===== config.mk =====
export PLATFORM = sky130hd
export DESIGN_NAME = zmcn_check_node
export DESIGN_NICKNAME = d
export VERILOG_FILES = /design/src/rtl/zmcn_pkg.sv /design/src/rtl/zmcn_control.sv /design/src/rtl/zmcn_datapath.sv /design/src/rtl/zmcn_check_node.sv
export SDC_FILE = /design/constraint.sdc
export NUM_CORES = 1
export LEC_CHECK = 0
export ABC_AREA = 1
export ABC_CLOCK_PERIOD_IN_PS = 16010
export BUFFER_PORTS_ARGS = -buffer_cell sky130_fd_sc_hd__buf_4
export CORE_MARGIN = 1
export CORE_UTILIZATION = 35
export DETAILED_ROUTE_END_ITERATION = 10
export GPL_ROUTABILITY_DRIVEN = 0
export PLACE_DENSITY_LB_ADDON = 0.1
export RECOVER_POWER = 50
export SYNTH_ARGS = -nofsm -noshare
export SYNTH_HDL_FRONTEND = slang
export SYNTH_SLANG_ARGS = --single-unit

===== constraint.sdc =====
create_clock -name clk -period 16.01 [get_ports clk]
set_input_delay 3.202 -clock clk [delete_from_list [all_inputs] [get_ports clk]]
set_output_delay 3.202 -clock clk [all_outputs]
set_load 0.01 [all_outputs]

===== src/rtl/zmcn_pkg.sv =====
package zmcn_pkg;
  // strobes from control to datapath
  typedef struct packed {
    logic load;          // capture a new result into the output register
    logic forceZero;     // two or more zero inputs: all lanes zero
    logic onlyZeroEdge;  // one zero input: only that lane is computed
  } cnStrobe_t;
endpackage


===== src/rtl/zmcn_control.sv =====
module zmcn_control
  import zmcn_pkg::*;
#(
  parameter int DEGREE = 6
) (
  input  logic              clk,
  input  logic              rstN,
  input  logic              inValid,
  input  logic              allDeact,
  input  logic [DEGREE-1:0] zeroMask,
  output cnStrobe_t         strobe,
  output logic              outValid,
  output logic              skipped
);
  localparam int CNT_W = $clog2(DEGREE + 1);

  logic [CNT_W-1:0] zeroCount;
  logic twoOrMore;

  always_comb begin
    zeroCount = '0;
    for (int k = 0; k < DEGREE; k++) begin
      zeroCount = zeroCount + CNT_W'(zeroMask[k]);
    end
  end

  assign twoOrMore           = (zeroCount >= CNT_W'(2));
  assign strobe.load         = inValid && !allDeact;
  assign strobe.forceZero    = twoOrMore;
  assign strobe.onlyZeroEdge = (zeroCount == CNT_W'(1));

  always_ff @(posedge clk) begin
    if (!rstN) begin
      outValid <= 1'b0;
      skipped  <= 1'b0;
    end else begin
      outValid <= inValid;
      if (inValid) begin
        skipped <= allDeact || twoOrMore;
      end
    end
  end
endmodule


===== src/rtl/zmcn_datapath.sv =====
module zmcn_datapath
  import zmcn_pkg::*;
#(
  parameter int DEGREE = 6,
  parameter int MSG_W  = 7
) (
  input  logic                    clk,
  input  logic                    rstN,
  input  logic [DEGREE*MSG_W-1:0] v2cFlat,
  input  cnStrobe_t               strobe,
  output logic [DEGREE-1:0]       zeroMask,
  output logic [DEGREE*MSG_W-1:0] c2vFlat
);
  localparam int MAG_W = MSG_W - 1;
  localparam int IDX_W = (DEGREE > 1) ? $clog2(DEGREE) : 1;

  logic [MAG_W-1:0] mag [DEGREE];
  logic [DEGREE-1:0] sgn;
  logic [MAG_W-1:0] min1, min2;
  logic [IDX_W-1:0] min1Idx;
  logic signParity;
  logic [DEGREE*MSG_W-1:0] nextFlat;

  // unpack lanes; a zero magnitude counts as positive
  for (genvar k = 0; k < DEGREE; k++) begin : g_unpack
    assign mag[k]      = v2cFlat[k*MSG_W +: MAG_W];
    assign zeroMask[k] = (mag[k] == '0);
    assign sgn[k]      = v2cFlat[k*MSG_W + MAG_W] & ~zeroMask[k];
  end

  // two-minimum search, first minimum at lowest index on ties
  always_comb begin
    min1    = '1;
    min2    = '1;
    min1Idx = '0;
    for (int k = 0; k < DEGREE; k++) begin
      if (mag[k] < min1) begin
        min2    = min1;
        min1    = mag[k];
        min1Idx = IDX_W'(k);
      end else if (mag[k] < min2) begin
        min2 = mag[k];
      end
    end
  end

  assign signParity = ^sgn;

  for (genvar k = 0; k < DEGREE; k++) begin : g_lane
    logic [MAG_W-1:0] selMag, scaled, gatedMag;
    logic laneSign, keep;
    assign selMag   = (min1Idx == IDX_W'(k)) ? min2 : min1;
    assign scaled   = MAG_W'(selMag >> 1) + MAG_W'(selMag >> 2);
    assign keep     = !strobe.forceZero && (!strobe.onlyZeroEdge || zeroMask[k]);
    assign gatedMag = keep ? scaled : '0;
    assign laneSign = (signParity ^ sgn[k]) & (gatedMag != '0);
    assign nextFlat[k*MSG_W +: MSG_W] = {laneSign, gatedMag};
  end

  always_ff @(posedge clk) begin
    if (!rstN) begin
      c2vFlat <= '0;
    end else if (strobe.load) begin
      c2vFlat <= nextFlat;
    end
  end
endmodule


===== src/rtl/zmcn_check_node.sv =====
module zmcn_check_node
  import zmcn_pkg::*;
#(
  parameter int DEGREE = 6,
  parameter int MSG_W  = 7
) (
  input  logic                    clk,
  input  logic                    rstN,
  input  logic                    inValid,
  input  logic                    allDeact,
  input  logic [DEGREE*MSG_W-1:0] v2cFlat,
  output logic                    outValid,
  output logic                    skipped,
  output logic [DEGREE*MSG_W-1:0] c2vFlat
);
  cnStrobe_t strobe;
  logic [DEGREE-1:0] zeroMask;

  zmcn_control #(.DEGREE(DEGREE)) u_ctrl (
    .clk(clk), .rstN(rstN), .inValid(inValid), .allDeact(allDeact),
    .zeroMask(zeroMask), .strobe(strobe), .outValid(outValid), .skipped(skipped)
  );

  zmcn_datapath #(.DEGREE(DEGREE), .MSG_W(MSG_W)) u_dp (
    .clk(clk), .rstN(rstN), .v2cFlat(v2cFlat), .strobe(strobe),
    .zeroMask(zeroMask), .c2vFlat(c2vFlat)
  );
endmodule


; ---- Word level (Yosys, flattened, before mapping)
; Cells that the tools add are included.
[op_classes]
n_bitwise = 24
div = 0
mul = 0
muxes = 33
magnitude_cmp = 12
n_reduce_logical = 31
eq_ne = 6
shift = 0
add_sub_neg = 11
[op_table]
columns = cell, count
row1 = 6-bit 2-to-1 mux, 28
row2 = 6-bit less-than comparator, 9
row3 = 5-bit by 4-bit adder with 6-bit output, 6
row4 = 6-bit logical NOT, 6
row5 = 6-bit nonzero test, 6
row6 = 3-bit by 1-bit adder with 3-bit output, 4
row7 = 1-bit bitwise AND, 12
row8 = 6-bit less-than comparator (second input constant), 2
row9 = 3-bit 2-to-1 mux, 4
row10 = 1-bit logical AND, 7
row11 = 1-bit logical OR, 7
row12 = 3-bit by 1-bit == test with 1-bit output (second input constant), 2
row13 = 3-bit by 2-bit == test with 1-bit output (second input constant), 2
row14 = 3-bit == test (second input constant), 2
row15 = 1-bit NOT, 6
row16 = 6-bit XOR reduction, 1
row17 = 1-bit XOR, 6
row18 = 3-bit by 2-bit >= comparator with 1-bit output (second input constant), 1
row19 = 1-bit logical NOT, 3
row20 = 3-bit logical NOT, 1
row21 = 1-bit by 1-bit adder with 2-bit output, 1
row22 = 1-bit 2-to-1 mux, 1
[totals]
n_memories = 0
ram_bits = 0
out_inout_bits = 44
ff_bits = 44
latch_bits = 0
inputBits = 46
wordCells = 120
rom_bits = 0

; ---- Logic depth before layout (Yosys ltp)
; Gate-level depths: netlist (run 1).
[logic_depth]
ltp_word = 21
ltp_mapped = 66
ltp_nobuf = 60

; ---- Cells and area by module
; From an unflattened synthesis (run 1), not the netlist that was laid out.
[hier_totals]
cells_unflattened = 1057
hier_area_um2 = 6248.5
[by_module_without_submodules]
columns = mod, seq_area_each_um2, area_per_inst_um2, n_inst, cells_each
row1 = zmcn_datapath, 840.8, 6060.8, 1, 1033
row2 = zmcn_control, 40.0, 187.7, 1, 24

; ---- Least setup slack after synthesis (run 1)
; OpenSTA, ideal clock, no wires.
[synth_path]
path_kind = input -> register
from = in v2cFlat[5]
to = reg u_dp.c2vFlat[34]
setup_ps = 128
arrival_ps = 11301
path_stages = 57
path_slack_ps = 4581
t_required_ps = 15882
n_path_buf = 8
path_cell_list = inv_1 -> ha_1 -> inv_1 -> o21bai_2 -> nor2_4 -> nand2_4 -> buf_6 -> buf_2 -> o21ai_0 -> ha_1 -> nand2_1 -> nor2_1 -> a211oi_1 -> nand2_2 -> buf_6 -> clkbuf_1 -> o21ai_0 -> inv_1 -> [... 21 more ...] -> nor2_1 -> a211oi_1 -> nand2_2 -> buf_6 -> buf_4 -> o21ai_0 -> a31oi_1 -> ha_1 -> fa_1 -> nand2_1 -> inv_1 -> o21ai_0 -> nand2_1 -> xor2_1 -> nand2_1 -> nand2_1 -> o21ai_1 -> a21oi_1
[synth_via]
elab_chain_cells = 21
word_cells_on_any_way = 52
cone_classes = 6 x add/sub / 11 x order compare / 2 x eq/ne / 22 x mux / 4 x bitwise / 7 x reduce/logical
[synth_lines]
columns = element, line
row1 = from (decl), zmcn_check_node.sv:11  ; input logic [DEGREE*MSG_W-1:0] v2cFlat,
row2 = 6-bit less-than comparator, "zmcn_datapath.sv:37, zmcn_datapath.sv:41"
row3 = 6-bit 2-to-1 mux, "zmcn_datapath.sv:37, zmcn_datapath.sv:41"
row4 = 6-bit less-than comparator, zmcn_datapath.sv:37  ; if (mag[k] < min1) begin
row5 = 6-bit 2-to-1 mux, zmcn_datapath.sv:37
row6 = 6-bit less-than comparator, zmcn_datapath.sv:41  ; end else if (mag[k] < min2) begin
row7 = 6-bit 2-to-1 mux, zmcn_datapath.sv:41
row8 = 6-bit 2-to-1 mux, zmcn_datapath.sv:37
row9 = 6-bit less-than comparator, zmcn_datapath.sv:41
row10 = [... 5 more ...], --
row11 = 6-bit less-than comparator, zmcn_datapath.sv:41
row12 = 6-bit 2-to-1 mux, zmcn_datapath.sv:41
row13 = 6-bit 2-to-1 mux, zmcn_datapath.sv:37
row14 = 6-bit 2-to-1 mux, zmcn_datapath.sv:52  ; assign selMag = (min1Idx == IDX_W'(k)) ? min2 : min1;
row15 = 5-bit by 4-bit adder with 6-bit output, zmcn_datapath.sv:53  ; assign scaled = MAG_W'(selMag >> 1) + MAG_W'(selMag >> 2);
row16 = 6-bit 2-to-1 mux, zmcn_datapath.sv:55  ; assign gatedMag = keep ? scaled : '0;
row17 = 6-bit nonzero test, zmcn_datapath.sv:56  ; assign laneSign = (signParity ^ sgn[k]) & (gatedMag != '0);
row18 = 1-bit bitwise AND *, zmcn_datapath.sv:56
row19 = to (signal assigned), zmcn_datapath.sv:64  ; c2vFlat <= nextFlat;
row20 = to (decl), zmcn_datapath.sv:12  ; output logic [DEGREE*MSG_W-1:0] c2vFlat
; Every way passes the cells marked *; elsewhere a longest branch is shown, timed or not.
; A chain may end at the register's enable or synchronous reset.

; ---- Worst setup path in the final report (run 1)
[layout_path]
from = in v2cFlat[5]
to = reg u_dp.c2vFlat[27]
; Same word-level chain as after synthesis.

==> results of run 1 <==
==> report_power, final <==
part,switching (mW),internal (mW),total [mW],leakage [nW]
Combinational,0.847,0.449,1.30,3.15
Sequential,0.0103,0.131,0.141,0.363
Clock,0.0401,0.0821,0.122,0.0901
Total,0.898,0.662,1.56,3.61
==> Yosys cell counts, types with 4 or more instances <==
library cell	n
a211oi_1	4
a21oi_1	74
buf_6	4
clkbuf_1	13
dfxtp_1	44
fa_1	8
ha_1	65
inv_1	143
inv_2	6
nand2_1	255
nand2_2	28
nand2_4	4
nand3_1	78
nand3_2	9
nand3_4	6
nand4_1	10
nor2_1	49
nor2_2	5
nor2_4	6
o21ai_0	89
o21ai_1	20
o21ai_2	5
or2_2	6
xor2_1	14
==> layout make-up <==
| class | count | area [um^2] |
|---|---|---|
| Sequential cell | 44 | 881 |
| Timing Repair Buffer | 90 | 510 |
| Tap cell | 220 | 275 |
| Multi-Input combinational cell | 766 | 4500 |
| Fill cell | 1867 | 9840 |
| Clock buffer | 7 | 153 |
| Inverter | 151 | 568 |
| Clock inverter | 1 | 30.0 |
==> state kept, by name, indices dropped and copies added (netlist names) <==
name             cells
u_ctrl.outValid      1
u_ctrl.skipped       1
u_dp.c2vFlat        42
==> tightest hold or removal path: stages, from the launching register on <==
cell and delay [ns]:
dfxtp_1 0.31, nand2_1 0.06, a21oi_1 0.05
==> path summary, 6_finish.rpt <==
path	slack (ns)	startpoint	to	cells after the start
worst min-delay path	0.47	u_dp.c2vFlat[37]	u_dp.c2vFlat[37]	2
worst min register to register	0.47	u_dp.c2vFlat[37]	u_dp.c2vFlat[37]	2
worst max-delay path	3.15	v2cFlat[5]	u_dp.c2vFlat[27]	53
worst max register to register	15.31	u_dp.c2vFlat[20]	u_dp.c2vFlat[20]	2
==> metal layers <==
metal | share of wire, % | up-vias
met1 | 51 | 2725
met4 | 1.0 | 0
li1 | - | 3353
met2 | 45 | 109
met3 | 3.2 | 12
met5 | 0 | -
==> metrics by stage <==
step,instance area (um^2),hold slack (ns),power [mW],instances
floorplan,6090,0.490,1.15,985
global placement,6900,0.462,1.47,1271
detailed placement,6900,0.466,1.46,1271
CTS,7080,0.475,1.59,1279
global route,6920,0.501,1.79,1279
finish,6920,0.469,1.56,1279
==> logic make-up (layout without fill, tap and decap cells) <==
group | Yosys count | count (layout) | synth area share, %
simple gates | 468 | 468 | 36.6
compound gates | 210 | 210 | 19.0
buf+inv | 175 | 249 | 11.7
fa+ha+maj | 73 | 73 | 16.0
flops | 44 | 44 | 14.5
xor+xnor | 15 | 15 | 2.16
==> out/metrics.cfg, run 1 <==
[synth]
postSynth.asyncResetShare_pct = 0
postSynthNetCount = 1104
synth_area_per_cell_um2 = 6.18
ys_seq_area_share_pct = 14.5
synth_edf_count = 0
synth_top_area_share_pct = 15.7
yosysTopAreaCell = nand2_1
synth_cell_type_count = 47
synth-seq-cells = 44
syn-instance-count = 985
yosysWarningCount = 0
synth-main-ff-cell = dfxtp_1
synth_area_leaders = nand2_1, dfxtp_1, ha_1
syn_area_um2 = 6090

[layout]
fin_nets = 1177
layout_commonest_cell = nand2_1
drive_gt1_share_pct = 13.3
area_growth_pct = 13.6
final_util_pct = 41.3
diodes = 0
final_cell_mix = nand2_1, inv_1, o21ai_0

[routing]
viasPerCell = 4.85
wl_per_cell_um = 13.4
ant_nets = 0
first_pass_iters = 5
drc_errors = 0
finalWirelength_um = 17100
drtIter0Drc = 322
route.vias.total = 6199

[floorplanning]
io_pins = 90
die_w_um = 134
die_area_um2 = 17900
fp.dieH_um = 134
core.rowCount = 47
core_area_um2 = 16800
start_util_pct = 36.3

[outcome]
status = finished, final reports clean

[clock_tree]
cts_sinks = 44
clkLatencyLatePin_ns = 0.28
tritoncts = yes
root_buffer = clkbuf_16
post_cts_resize_count = 0
path_clk_slew_ns = 0.06
holdBufCountCts = 0
clk_path_buf_depth = 2
post_cts.repair.setup_buffers = 0
ctsHtreeMaxLevel = 2
cts_buffers = 5

[timing]
max_slew.worst_pin.slew_ns = 1.46
finClkSkew_ns = 0
max_freq_mhz = 77.8
timing.final.crit_share_pct = 80.3
final.setup.worst_slack_ns = 3.15
hold_viol = 0
setup_tns_ns = 0
rsz0062_at_grt = false
slew_viol_final = 0
setup_viol = 0
max_slew_margin_pct = 2.94
fin_crit_ns = 12.86

[worst_setup_path]
critical_path.endpoint_type = register
worstPathArrival_ns = 13.00
crit_slowest_cell = o21ai_0
worstPathMaxFanout = 24
startpoint_type = primary input
critPathRequiredTime_ns = 16.15
crit_path_frequent_cell = inv_1
cp_top_family = compound AO/OA/AOI/OAI gates
critPathKind = primary input to register
slowest_delay_ns = 0.49
critPathBufInv = 12

[global_route]
track_usage_pct = 19.7
antenna_found_initial = 0
grt_util_met2_pct = 32.6
grt-busiest-layer = met2
grt_pass1_wl_um = 29000
grt-ovfl-total = 0
grt_pass1_vias = 5972
grtUsageMet1_pct = 27.8
use_met3_pct = 2.49
grt_max_degree = 83

[place]
post-dp-hpwl_um = 14300
numPortBuffers = 89
place_ws_ns = 2.85

[power_and_ir_drop]
leakage_nw = 3.61
ir_drop_uv = 99.0
powerDensity_nw_per_um2 = 225

[min_path]
hold_class = register to register

[job]
drv_cap = 0

No activity file was read; power rests on OpenSTA's default activity.
==> run 2, diff against run 1 <==
--- a/config.mk
+++ b/config.mk
@@ -5,8 +5,8 @@
 export SDC_FILE = /design/constraint.sdc
 export NUM_CORES = 1
 export LEC_CHECK = 0
-export ABC_AREA = 1
-export ABC_CLOCK_PERIOD_IN_PS = 16010
+export ABC_AREA = 0
+export ABC_CLOCK_PERIOD_IN_PS = 12600
 export BUFFER_PORTS_ARGS = -buffer_cell sky130_fd_sc_hd__buf_4
 export CORE_MARGIN = 1
 export CORE_UTILIZATION = 35
==> constraint.sdc (replaced) <==
create_clock -name clk -period 12.6 [get_ports clk]
set_input_delay 2.52 -clock clk [delete_from_list [all_inputs] [get_ports clk]]
set_output_delay 2.52 -clock clk [all_outputs]
set_load 0.01 [all_outputs]
==> out/metrics.cfg, run 2 <==
[outcome]
status = finished, final reports clean

[synth]
synth_top_family_by_area = compound AO/OA/AOI/OAI gates
synth_area_per_cell_um2 = 7.61  ; +23%
synth_area_leaders = dfxtp_1, ha_1, nand2_1
synthAdderAreaFrac_pct = 16.9  ; +0.90 points
ys_seq_area_share_pct = 14.9  ; +0.47 points
synth_common_cells = nand2_1, ha_1, inv_1
synth_edf_count = 0  ; unchanged
synth_compound_gate_area_share_pct = 27.4  ; +8.4 points
postSynth.asyncResetShare_pct = 0  ; unchanged
yosysTopAreaCell = dfxtp_1
syn_area_um2 = 5890  ; -3.2%
synth_top_area_share_pct = 14.9  ; -0.78 points
synthXorXnorAreaFrac_pct = 4.90  ; +2.7 points
synth.most_common_cell = nand2_1
synth_cell_type_count = 85  ; +81%
postSynthNetCount = 894  ; -19%
synth-main-ff-cell = dfxtp_1
synth_mux_area_share_pct = 7.71  ; +7.7 points
synth-seq-cells = 44  ; unchanged
syn-instance-count = 775  ; -21%
yosysWarningCount = 0  ; unchanged
synth-simple-area-share_pct = 22.1  ; -15 points

[global_route]
antenna_found_initial = 0  ; unchanged
grt_pass1_vias = 6155  ; +3.1%
grt-ovfl-total = 0  ; unchanged
track_usage_pct = 21.4  ; +1.7 points
grt_max_degree = 58  ; -30%
grt_pass1_wl_um = 30500  ; +5.2%

[routing]
drtIter0Drc = 227  ; -30%
ant_nets = 0  ; unchanged
finalWirelength_um = 19100  ; +12%
first_pass_iters = 5  ; unchanged
wl_per_cell_um = 16.6  ; +24%
drc_errors = 0  ; unchanged
viasPerCell = 5.43  ; +12%
route.vias.total = 6243  ; +0.71%

[timing]
finClkSkew_ns = 0  ; unchanged
max_freq_mhz = 82.0
max_slew_margin_pct = 21.8  ; +19 points
fin_crit_ns = 12.20
hold_viol = 0  ; unchanged
max_slew.worst_pin.slew_ns = 1.17  ; -0.285 ns
setup_viol = 0  ; unchanged
final.setup.worst_slack_ns = 0.404  ; -2.75 ns
setup_tns_ns = 0  ; unchanged
timing.final.crit_share_pct = 96.8
slew_viol_final = 0  ; unchanged

[min_path]
hold_class = register to register

[layout]
top_regs = u_dp.c2vFlat (42), u_ctrl.outValid (1), u_ctrl.skipped (1)
fin_nets = 1047  ; -11%
diodes = 0  ; unchanged
seq_area_um2 = 881  ; unchanged
fillerInstances = 1666  ; -11%
final_cell_mix = buf_4, nand2_1, inv_1, ha_1, nor2_1
largest_register_ffs = 42  ; unchanged
multiInputGateArea_um2 = 5100  ; +13%
area_growth_pct = 32.4
top_register = u_dp.c2vFlat
drive_gt1_share_pct = 26.7  ; +13 points
layout_commonest_cell = buf_4
stdcell_count = 1149  ; -10%

[worst_setup_path]
critical_path.endpoint_type = register
critPathKind = primary input to register
worstPathArrival_ns = 12.38  ; -0.62 ns
slowest_delay_ns = 0.47  ; -0.02 ns
crit_slowest_cell = o41a_1
worstPathMaxFanout = 8  ; -67%
critPathRequiredTime_ns = 12.79  ; -3.36 ns
startpoint_type = primary input

[power_and_ir_drop]
ir_drop_uv = 135  ; +37%
finalPower_mw = 2.34  ; +50%
leakage_nw = 3.46  ; -4.0%
powerDensity_nw_per_um2 = 300  ; +33%

[place]
post-dp-hpwl_um = 15100  ; +5.5%
dp.cells = 1125  ; -11%
numPortBuffers = 89  ; unchanged
place_ws_ns = -0.774  ; -3.62 ns

[floorplanning]
core_area_um2 = 16500  ; -1.4%
die_w_um = 132  ; -1.6%
start_util_pct = 35.7  ; -0.65 points
io_pins = 90  ; unchanged
core.rowCount = 47  ; unchanged
fp.dieH_um = 132  ; -1.6%
die_area_um2 = 17400  ; -3.1%

[job]
drv_cap = 0  ; unchanged

[clock_tree]
clkLatencyLatePin_ns = 0.29  ; about the same
cts_sinks = 44  ; unchanged
clk_path_buf_depth = 2  ; unchanged
path_clk_slew_ns = 0.06  ; about the same
holdBufCountCts = 0  ; unchanged
tritoncts = yes
cts_buffers = 5  ; unchanged
root_buffer = clkbuf_16
ctsHtreeMaxLevel = 2  ; unchanged

==> run 2: cell count changes after synthesis, sizes merged, moves of 23 or more <==
cell   before  now
a21o        0   23
mux2i       0   24
o21ai     114   53
nand3      93   15
inv       149   62
nand2     287   73
a21oi      79   53
nor2b       0   24
==> run 2: metal layers <==
metal | vias to the layer above | global-route usage [%] | routed length, um
li1 | 3124 | - | -
met1 | 2937 | 27.0 | 8700
met2 | 141 | 37.8 | 9400
met3 | 41 | 3.23 | 596
met4 | 0 | 5.62 | 390
met5 | - | 0 | 0
==> run 2: area by class of cell <==
| class | count | share of cell area, % |
|---|---|---|
| timing repair buffer | 175 | 14.9 |
| clock inverter | 1 | 0.0962 |
| multi-input combinational | 640 | 65.4 |
| clock buffer | 7 | 1.83 |
| inverter | 62 | 2.98 |
| sequential | 44 | 11.3 |
| tap | 220 | 3.53 |
==> run 2: final timing paths <==
path                                  startpoint          endpoint  slack (ns)  depth (start not counted)
worst min-delay path            u_dp.c2vFlat[29]  u_dp.c2vFlat[29]        0.47                          2
worst min register to register  u_dp.c2vFlat[29]  u_dp.c2vFlat[29]        0.47                          2
worst max-delay path                  v2cFlat[5]  u_dp.c2vFlat[20]        0.40                         50
worst max register to register   u_dp.c2vFlat[4]   u_dp.c2vFlat[4]       11.66                          3
==> run 2: kinds of logic (layout without fill, tap and decap cells) <==
group / count (synthesis) / in the layout
and+or+nand+nor: 256 / 256
AOI/OAI and AO/OA: 234 / 234
buffers and inverters: 91 / 245
adders and majority gates: 75 / 75
DFF: 44 / 44
muxes: 42 / 42
xor gates and xnor gates: 33 / 33
==> run 2: what timing repair did <==
item | CTS | global route
gates cloned | 0 | 0
resized for setup | 9 | 84
setup buffers | 0 | 16
setup endpoints to repair | 25 | 34
pin swaps | 2 | 31
==> run 2: where the power goes <==
part	internal (mW)	switching [mW]	total, mW
Clock	0.0790	0.0550	0.134
Combinational	0.948	1.05	2.00
Sequential	0.184	0.0244	0.208
==> run 2: metrics by stage <==
step | utilization [%] | hold WS (ns) | cell area, um^2
detailed placement | 43.9 | 0.467 | 7260
global route | 47.2 | 0.483 | 7800
floorplan | - | 0.485 | 5910
finish | 47.2 | 0.469 | 7800
CTS | 45.1 | 0.474 | 7440
global placement | 43.9 | 0.460 | 7260
==> run 2: critical path, delay by kind of cell <==
| family | cells | cell delay, ns |
|---|---|---|
| buf+inv | 5 | 0.61 |
| xor+xnor | 1 | 0.20 |
| fa+ha+maj | 8 | 2.25 |
| simple gates | 15 | 2.36 |
| compound gates | 15 | 2.92 |
| mux | 6 | 1.51 |
